<file path="src/rtl/wic_pkg.sv">
package wic_pkg;
  localparam int unsigned ADDR_W = 6;
  localparam logic [ADDR_W-1:0] OFF_CAUSE = 6'h00;
  localparam logic [ADDR_W-1:0] OFF_SET   = 6'h08;
  localparam logic [ADDR_W-1:0] OFF_MASK  = 6'h10;
  localparam logic [ADDR_W-1:0] OFF_CTRL  = 6'h28;
  localparam int unsigned CTRL_EDGE_BIT = 3;
  localparam int unsigned CTRL_MSG_BIT  = 5;

  typedef enum logic [1:0] {
    ACC_CAUSE = 2'd0,
    ACC_SET   = 2'd1,
    ACC_MASK  = 2'd2,
    ACC_CTRL  = 2'd3
  } acc_sel_e;
endpackage

</file>
<file path="src/rtl/wic_src_detect.sv">
module wic_src_detect #(
  parameter int unsigned N_SRC       = 32,
  parameter int unsigned SYNC_STAGES = 2
) (
  input  logic             clk_i,
  input  logic             rst_ni,
  input  logic [N_SRC-1:0] src_i,
  input  logic             edge_mode_i,
  output logic [N_SRC-1:0] hw_set_o
);
  localparam int unsigned LAST = SYNC_STAGES - 1;

  for (genvar k = 0; k < N_SRC; k++) begin : g_src
    logic [SYNC_STAGES-1:0] sync_q;
    logic                   prev_q;

    always_ff @(posedge clk_i or negedge rst_ni) begin
      if (!rst_ni) begin
        sync_q <= '0;
        prev_q <= 1'b0;
      end else begin
        if (SYNC_STAGES > 1) sync_q <= {sync_q[SYNC_STAGES-2:0], src_i[k]};
        else                 sync_q <= src_i[k];
        prev_q <= sync_q[LAST];
      end
    end

    assign hw_set_o[k] = edge_mode_i ? (sync_q[LAST] & ~prev_q) : sync_q[LAST];
  end

  // edge mode never yields two set events in a row for one source
  p_edge_single_r8: assert property (@(posedge clk_i) disable iff (!rst_ni)
    (edge_mode_i && $past(edge_mode_i)) |-> ((hw_set_o & $past(hw_set_o)) == '0));
endmodule

</file>
<file path="src/rtl/wic_regs.sv">
module wic_regs
  import wic_pkg::*;
#(
  parameter int unsigned N_SRC  = 32,
  parameter int unsigned DATA_W = 32
) (
  input  logic              clk_i,
  input  logic              rst_ni,
  input  logic              req_i,
  input  logic              we_i,
  input  logic [ADDR_W-1:0] addr_i,
  input  logic [DATA_W-1:0] wdata_i,
  output logic [DATA_W-1:0] rdata_o,
  input  logic [N_SRC-1:0]  hw_set_i,
  output logic [N_SRC-1:0]  cause_o,
  output logic [N_SRC-1:0]  mask_o,
  output logic              edge_mode_o,
  output logic              msg_off_o
);
  logic [N_SRC-1:0] cause_q, cause_d, mask_q, wbits;
  logic             edge_q, msg_q, hit;
  acc_sel_e         sel;

  assign wbits = wdata_i[N_SRC-1:0];

  always_comb begin
    hit = 1'b1;
    sel = ACC_CAUSE;
    unique case (addr_i)
      OFF_CAUSE: sel = ACC_CAUSE;
      OFF_SET:   sel = ACC_SET;
      OFF_MASK:  sel = ACC_MASK;
      OFF_CTRL:  sel = ACC_CTRL;
      default:   hit = 1'b0;
    endcase
  end

  logic wr_cause, wr_set, wr_mask, wr_ctrl;
  assign wr_cause = req_i && we_i && hit && (sel == ACC_CAUSE);
  assign wr_set   = req_i && we_i && hit && (sel == ACC_SET);
  assign wr_mask  = req_i && we_i && hit && (sel == ACC_MASK);
  assign wr_ctrl  = req_i && we_i && hit && (sel == ACC_CTRL);

  // hardware set applied last so it beats a same-cycle clear
  always_comb begin
    cause_d = cause_q;
    if (wr_cause) cause_d = cause_d & wbits;
    if (wr_set)   cause_d = cause_d | wbits;
    cause_d = cause_d | hw_set_i;
  end

  always_ff @(posedge clk_i or negedge rst_ni) begin
    if (!rst_ni) begin
      cause_q <= '0;
      mask_q  <= '1;
      edge_q  <= 1'b0;
      msg_q   <= 1'b0;
    end else begin
      cause_q <= cause_d;
      if (wr_mask) mask_q <= wbits;
      if (wr_ctrl) begin
        edge_q <= wdata_i[CTRL_EDGE_BIT];
        msg_q  <= wdata_i[CTRL_MSG_BIT];
      end
    end
  end

  always_comb begin
    rdata_o = '0;
    if (req_i && !we_i && hit) begin
      unique case (sel)
        ACC_CAUSE: rdata_o = DATA_W'(cause_q);
        ACC_MASK:  rdata_o = DATA_W'(mask_q);
        ACC_CTRL: begin
          rdata_o[CTRL_EDGE_BIT] = edge_q;
          rdata_o[CTRL_MSG_BIT]  = msg_q;
        end
        default:   rdata_o = '0;
      endcase
    end
  end

  assign cause_o     = cause_q;
  assign mask_o      = mask_q;
  assign edge_mode_o = edge_q;
  assign msg_off_o   = msg_q;

  p_clear_zero_r4: assert property (@(posedge clk_i) disable iff (!rst_ni)
    (wr_cause && hw_set_i == '0) |=> ((cause_q & ~$past(wbits)) == '0));
  p_inject_r5: assert property (@(posedge clk_i) disable iff (!rst_ni)
    wr_set |=> ((cause_q & $past(wbits)) == $past(wbits)));
  p_hw_wins_r10: assert property (@(posedge clk_i) disable iff (!rst_ni)
    (hw_set_i != '0) |=> ((cause_q & $past(hw_set_i)) == $past(hw_set_i)));
  p_mask_hold_r7: assert property (@(posedge clk_i) disable iff (!rst_ni)
    !wr_mask |=> $stable(mask_q));
endmodule

</file>
<file path="src/rtl/wic_out.sv">
module wic_out #(
  parameter int unsigned N_SRC = 32
) (
  input  logic             clk_i,
  input  logic             rst_ni,
  input  logic [N_SRC-1:0] cause_i,
  input  logic [N_SRC-1:0] mask_i,
  output logic             irq_o
);
  logic irq_q;

  always_ff @(posedge clk_i or negedge rst_ni) begin
    if (!rst_ni) irq_q <= 1'b0;
    else         irq_q <= |(cause_i & ~mask_i);
  end

  assign irq_o = irq_q;

  p_irq_rise_r6: assert property (@(posedge clk_i) disable iff (!rst_ni)
    ((cause_i & ~mask_i) != '0) |=> irq_o);
  p_irq_fall_r6: assert property (@(posedge clk_i) disable iff (!rst_ni)
    ((cause_i & ~mask_i) == '0) |=> !irq_o);
endmodule

</file>
<file path="src/rtl/wired_irq_ctrl.sv">
module wired_irq_ctrl
  import wic_pkg::*;
#(
  parameter int unsigned N_SRC       = 32,
  parameter int unsigned DATA_W      = 32,
  parameter int unsigned SYNC_STAGES = 2
) (
  input  logic              clk_i,
  input  logic              rst_ni,
  input  logic [N_SRC-1:0]  src_i,
  input  logic              req_i,
  input  logic              we_i,
  input  logic [ADDR_W-1:0] addr_i,
  input  logic [DATA_W-1:0] wdata_i,
  output logic [DATA_W-1:0] rdata_o,
  output logic              irq_o,
  output logic              msg_off_o
);
  logic [N_SRC-1:0] hw_set, cause, mask;
  logic             edge_mode;

  wic_src_detect #(.N_SRC(N_SRC), .SYNC_STAGES(SYNC_STAGES)) u_detect (
    .clk_i       (clk_i),
    .rst_ni      (rst_ni),
    .src_i       (src_i),
    .edge_mode_i (edge_mode),
    .hw_set_o    (hw_set)
  );

  wic_regs #(.N_SRC(N_SRC), .DATA_W(DATA_W)) u_regs (
    .clk_i       (clk_i),
    .rst_ni      (rst_ni),
    .req_i       (req_i),
    .we_i        (we_i),
    .addr_i      (addr_i),
    .wdata_i     (wdata_i),
    .rdata_o     (rdata_o),
    .hw_set_i    (hw_set),
    .cause_o     (cause),
    .mask_o      (mask),
    .edge_mode_o (edge_mode),
    .msg_off_o   (msg_off_o)
  );

  wic_out #(.N_SRC(N_SRC)) u_out (
    .clk_i   (clk_i),
    .rst_ni  (rst_ni),
    .cause_i (cause),
    .mask_i  (mask),
    .irq_o   (irq_o)
  );
endmodule

</file>
<file path="config.mk">
export PLATFORM = sky130hd
export DESIGN_NAME = wired_irq_ctrl
export DESIGN_NICKNAME = d
export VERILOG_FILES = /design/src/rtl/wic_pkg.sv /design/src/rtl/wic_src_detect.sv /design/src/rtl/wic_regs.sv /design/src/rtl/wic_out.sv /design/src/rtl/wired_irq_ctrl.sv
export SDC_FILE = /design/constraint.sdc
export NUM_CORES = 1
export LEC_CHECK = 0
export BUFFER_PORTS_ARGS = -buffer_cell sky130_fd_sc_hd__buf_2
export CAP_MARGIN = 5
export CORE_MARGIN = 4
export CORE_UTILIZATION = 40
export DETAILED_ROUTE_END_ITERATION = 10
export SETUP_SLACK_MARGIN = 0.5
export SYNTH_ARGS = -nofsm -noshare
export SYNTH_HDL_FRONTEND = slang
export SYNTH_SLANG_ARGS = --single-unit
</file>
<file path="constraint.sdc">
create_clock -name clk_i -period 4.1 [get_ports clk_i]
set_clock_uncertainty 0.05 [all_clocks]
set_input_delay 0.82 -clock clk_i [delete_from_list [all_inputs] [get_ports clk_i]]
set_output_delay 0.82 -clock clk_i [all_outputs]
set_load 0.01 [all_outputs]
</file>
Word level (Yosys, flattened, before mapping):

Index checks and enable logic that the tools add are counted.

* eq/ne operators: 6
* reduce and logical (&&, ||, !) cells: 13
* mux-type cells: 42
* bitwise logic cells: 69

Operators by type and width (number)
* $mux W32: 3
* $and A32 B32 Y32: 2
* $or A32 B32 Y32: 2
* $pmux W26 S2: 1
* $mux W1: 33
* $and A1 B1 Y1: 32
* $not A1 Y1: 32
* $not A32 Y32: 1
* $reduce_or A32 Y1: 1
* $logic_and A1 B1 Y1: 8
* $eq A6 B4 Y1 const B: 1
* $eq A6 B5 Y1 const B: 1
* $eq A6 B6 Y1 const B: 1
* $logic_not A6 Y1: 1
* $pmux W1 S3: 2
* $pmux W2 S3: 1
* $pmux W3 S2: 1
* $eq A2 B2 Y1 const B: 2
* $reduce_or A4 Y1: 1
* $eq A2 B1 Y1 const B: 1
* $logic_not A2 Y1: 1
* $pmux W1 S2: 1
* $logic_not A1 Y1: 1

* input bits: 74
* bits in registers: 163
* logic and storage cells: 199
* output and inout bits: 34

Depth between registers and ports, before layout:

* depth in word-level cells: 9
* gate-level depth with buffers: 7

Hierarchy:

A second synthesis with hierarchy kept.

* cell total of the unflattened synthesis: 562
* area, all modules: 6647.6 µm²

By module, submodules not included
* wic_regs: instances 1, cells an instance 377, area each 3582.2 µm²
* wic_src_detect: instances 1, cells an instance 131, area each 2788.9 µm²
* wic_out: instances 1, cells an instance 54, area each 276.5 µm²

Worst setup path before layout:

OpenSTA, ideal clock, no wires.

* path kind: input to output
* from: input port addr_i[2]
* to: output port rdata_o[0]
* arrival time: 1.890 ns
* stages: 6
* setup slack: 1.340 ns
* cell sequence: nor3_1 clkbuf_2 and3b_1 o21ai_0 buf_2 nor2_1

* cells in the longest elaborated chain, start to end: 5
* elaborated cells between the ends (all ways): 12
* classes of those cells: eq/ne: 4; mux: 4; reduce/logical: 4

Ends and longest elaborated chain
* from (decl): RTL line wired_irq_ctrl.sv:13 `input logic [ADDR_W-1:0] addr_i,`
* $eq A6 B6 Y1, or another cell as far along: RTL line wic_regs.sv:29 `unique case (addr_i)`
* $pmux W2 S3 or $reduce_or A4 Y1 (tied branches)
* $eq A2 B2 Y1, or another cell as far along: RTL line wic_regs.sv:71 `unique case (sel)`
* $pmux W3 S2 or $logic_and A1 B1 Y1 (tied branches): RTL line wic_regs.sv:71, wic_regs.sv:70
* $mux W32 (*): RTL line wic_regs.sv:70 `if (req_i && !we_i && hit) begin`
* to (decl): RTL line wired_irq_ctrl.sv:15 `output logic [DATA_W-1:0] rdata_o,`

Mark *: on every way between the ends. The rest lies on a longest branch, timed or not.

Worst setup path in the final report:

* from: input port addr_i[4]
* to: output port rdata_o[2]

Same word-level chain as after synthesis.

==> impl_metrics.toml <==
[run_status]
status = "finished clean"

[placed_design]
preCtsSetupSlack_ps = 677.6
dp_hpwl_um = 9805
place_area_um2 = 6965
gp_congestion = 0.8005
port_buffers = 107

[sta]
tns_ps = 0
worst_pin_slew_ps = 1018
finalSetupViolations = 0
finalCritPeriodShare_pct = 82.98
rsz0062_at_grt = "false"
max_freq_mhz = 293.9
setup_ws_ps = 697.9
hold_ws_ps = 296.4
slew_viol_final = 0
period_minus_slack_ps = 3402
slew_headroom_pct = 32.12
hold_violations = 0

[worst_setup_path]
slowest_delay_ps = 800
cp.required_ps = 3230
cpMostUsedCell = "buf_2"
startpoint_type = "input pin"
worstPathMaxFanout = 20
crit_path_top_delay_cell = "o21ai_2"
cp-end-kind = "primary output"
critPathArrivalTime_ps = 2530
crit_type = "in2out"
cp_cell_sequence = "buf_2 -> and2b_1 -> o21ai_2 -> buf_4 -> nor2_1 -> buf_2"

[logic_synthesis]
netlist_area_um2 = 6232
ys.flop_type = "dfrtp_1"
async_reset_ff_share_pct = 100.0
yosysMostFrequentCell = "dfrtp_1"
synth_area_leaders = "dfrtp_1 (53%), dfstp_2 (13%), mux2_4 (7.2%)"
synth_top_area_share_pct = 52.60
synth_area_per_cell_um2 = 11.87
seq_area_frac_synth_pct = 66.09
synth-seq-cells = 163
yosys_warnings = 0
synthTopCellsByCount = "dfrtp_1 (131), nand2_1 (67), nor2_1 (64)"
yosysTopAreaCell = "dfrtp_1"
synth_cells = 525
ys_types = 33
syn_nets = 599
synth_edf_count = 0

[die]
die_w_um = 132.8
num_io_pins = 108
die-area_um2 = 17640
start_util_pct = 40.84
fp.coreArea_um2 = 15260
die_h_um = 132.8
num_rows = 45

[job]
cap_violations = 0

[global_route]
grt_max_degree = 84
grt-ovfl-total = 0
grt_pass1_wl_um = 24290
grt_pass1_vias = 4454
antenna_found_initial = 0
grt_usage_pct = 17.62

[routing]
vias = 4345
drt_wl_total_um = 14850
routed_via_density = 5.070
first_pass_iters = 4
drtIter0Drc = 338
drc = 0
wire_per_inst_um = 17.32
antenna_left = 0

[power]
p_per_area_nw_per_um2 = 451.8
fin_total_pwr_mw = 3.394
leakage_nw = 3.845
ir_drop_v = 0.0002894

[clocking]
ctsHoldBuffers = 0
htree_num_levels = 4
numCtsBuffers = 17
post_cts_resize_count = 0
clock_sinks = 163
ctsRootBufferMaster = "clkbuf_16"
post_cts_buffers = 0
cts_tree = "built"
cts.clk_slew.worst_paths_ps = 60
clkLatencyLatePin_ps = 420
clk_path_buf_depth = 2

[layout]
syn_to_final_growth_pct = 20.54
final_layout_size_suffix_gt1_share_pct = 33.59
regArea_um2 = 4119
multi_input_area_um2 = 1848
design_area_um2 = 7512
n_fill_cell = 1356
diodes = 0
layout.nets = 707

[min_path]
min_path_type = "reg2reg"
[worst paths after layout]
| kind | to | cells after the start | slack (ps) | start |
|---|---|---|---|---|
| max in group asynchronous | u_regs.mask_o[18] | 2 | 2720 | rst_ni |
| min in group asynchronous | u_regs.edge_mode_o | 1 | 390 | rst_ni |
| worst min-delay path | u_detect.g_src[28].sync_q[1] | 0 | 300 | u_detect.g_src[28].sync_q[0] |
| worst max-delay path | rdata_o[2] | 6 | 700 | addr_i[4] |
| worst min register to register | u_detect.g_src[28].sync_q[1] | 0 | 300 | u_detect.g_src[28].sync_q[0] |
| worst max register to register | u_out.irq_o | 3 | 2770 | u_regs.mask_o[28] |
[worst max-delay path, delay by kind of cell]
kind	cells	cell delay (ps)
AO/OA/AOI/OAI	1	800
buffers and inverters	3	570
AND/OR/NAND/NOR	2	320
[kinds of logic (layout without fill, tap and decap cells)]
family,Yosys count,after routing,synth area share (%)
muxes,34,34,7.950
AOI/OAI and AO/OA,119,119,11.22
DFF,163,163,66.09
and+or+nand+nor,151,151,10.36
buffers and inverters,58,179,4.376
[power by group]
part / internal, mW / switching [mW] / total [mW] / leakage, nW
combinational: 0.0841 / 0.0974 / 0.181 / 1.82
clock: 0.798 / 0.662 / 1.46 / 0.258
sequential: 1.71 / 0.0455 / 1.75 / 1.77
[cell type report]
class | instances | share of cell area (%)
flip-flops and latches | 163 | 54.83
multi-input cells | 304 | 24.60
repair buffers | 115 | 8.178
inverters | 32 | 1.599
clock inverters | 13 | 1.382
well taps | 211 | 3.514
clock buffers | 19 | 5.896
[registers in the layout (all words and copies together) (netlist names)]
register,cells
u_detect.g_src.sync_q,64
u_detect.g_src.prev_q,32
u_regs.mask_o,32
u_regs.edge_mode_o,1
u_regs.cause_o,32
u_regs.msg_off_o,1
u_out.irq_o,1
[through the flow]
stage / util (%) / instances
floorplan: - / 525
global placement: 45.65 / 825
detailed placement: 45.65 / 825
CTS: 49.23 / 857
global route: 49.23 / 857
finish: 49.23 / 857
[cells in the final DEF (no fill, tap or decap), types with 18 or more instances in the layout]
| cell | instances |
|---|---|
| buf_2 | 106 |
| mux2_4 | 30 |
| dfstp_2 | 32 |
| dfrtp_1 | 131 |
| nor2_1 | 64 |
| o21ai_1 | 18 |
| a22oi_1 | 30 |
| nand2_1 | 67 |
| inv_1 | 32 |
| o22ai_1 | 18 |
| a21oi_1 | 33 |
[layer usage]
layer	vias to the layer above	global-route usage [%]	part of all wire (%)
met5	-	0	0
met4	0	4.734	1.2
met3	15	4.715	5.6
met2	151	27.23	47
met1	2186	24.77	46
li1	1993	-	-
Note: power is estimated with default switching activity, not from simulation.
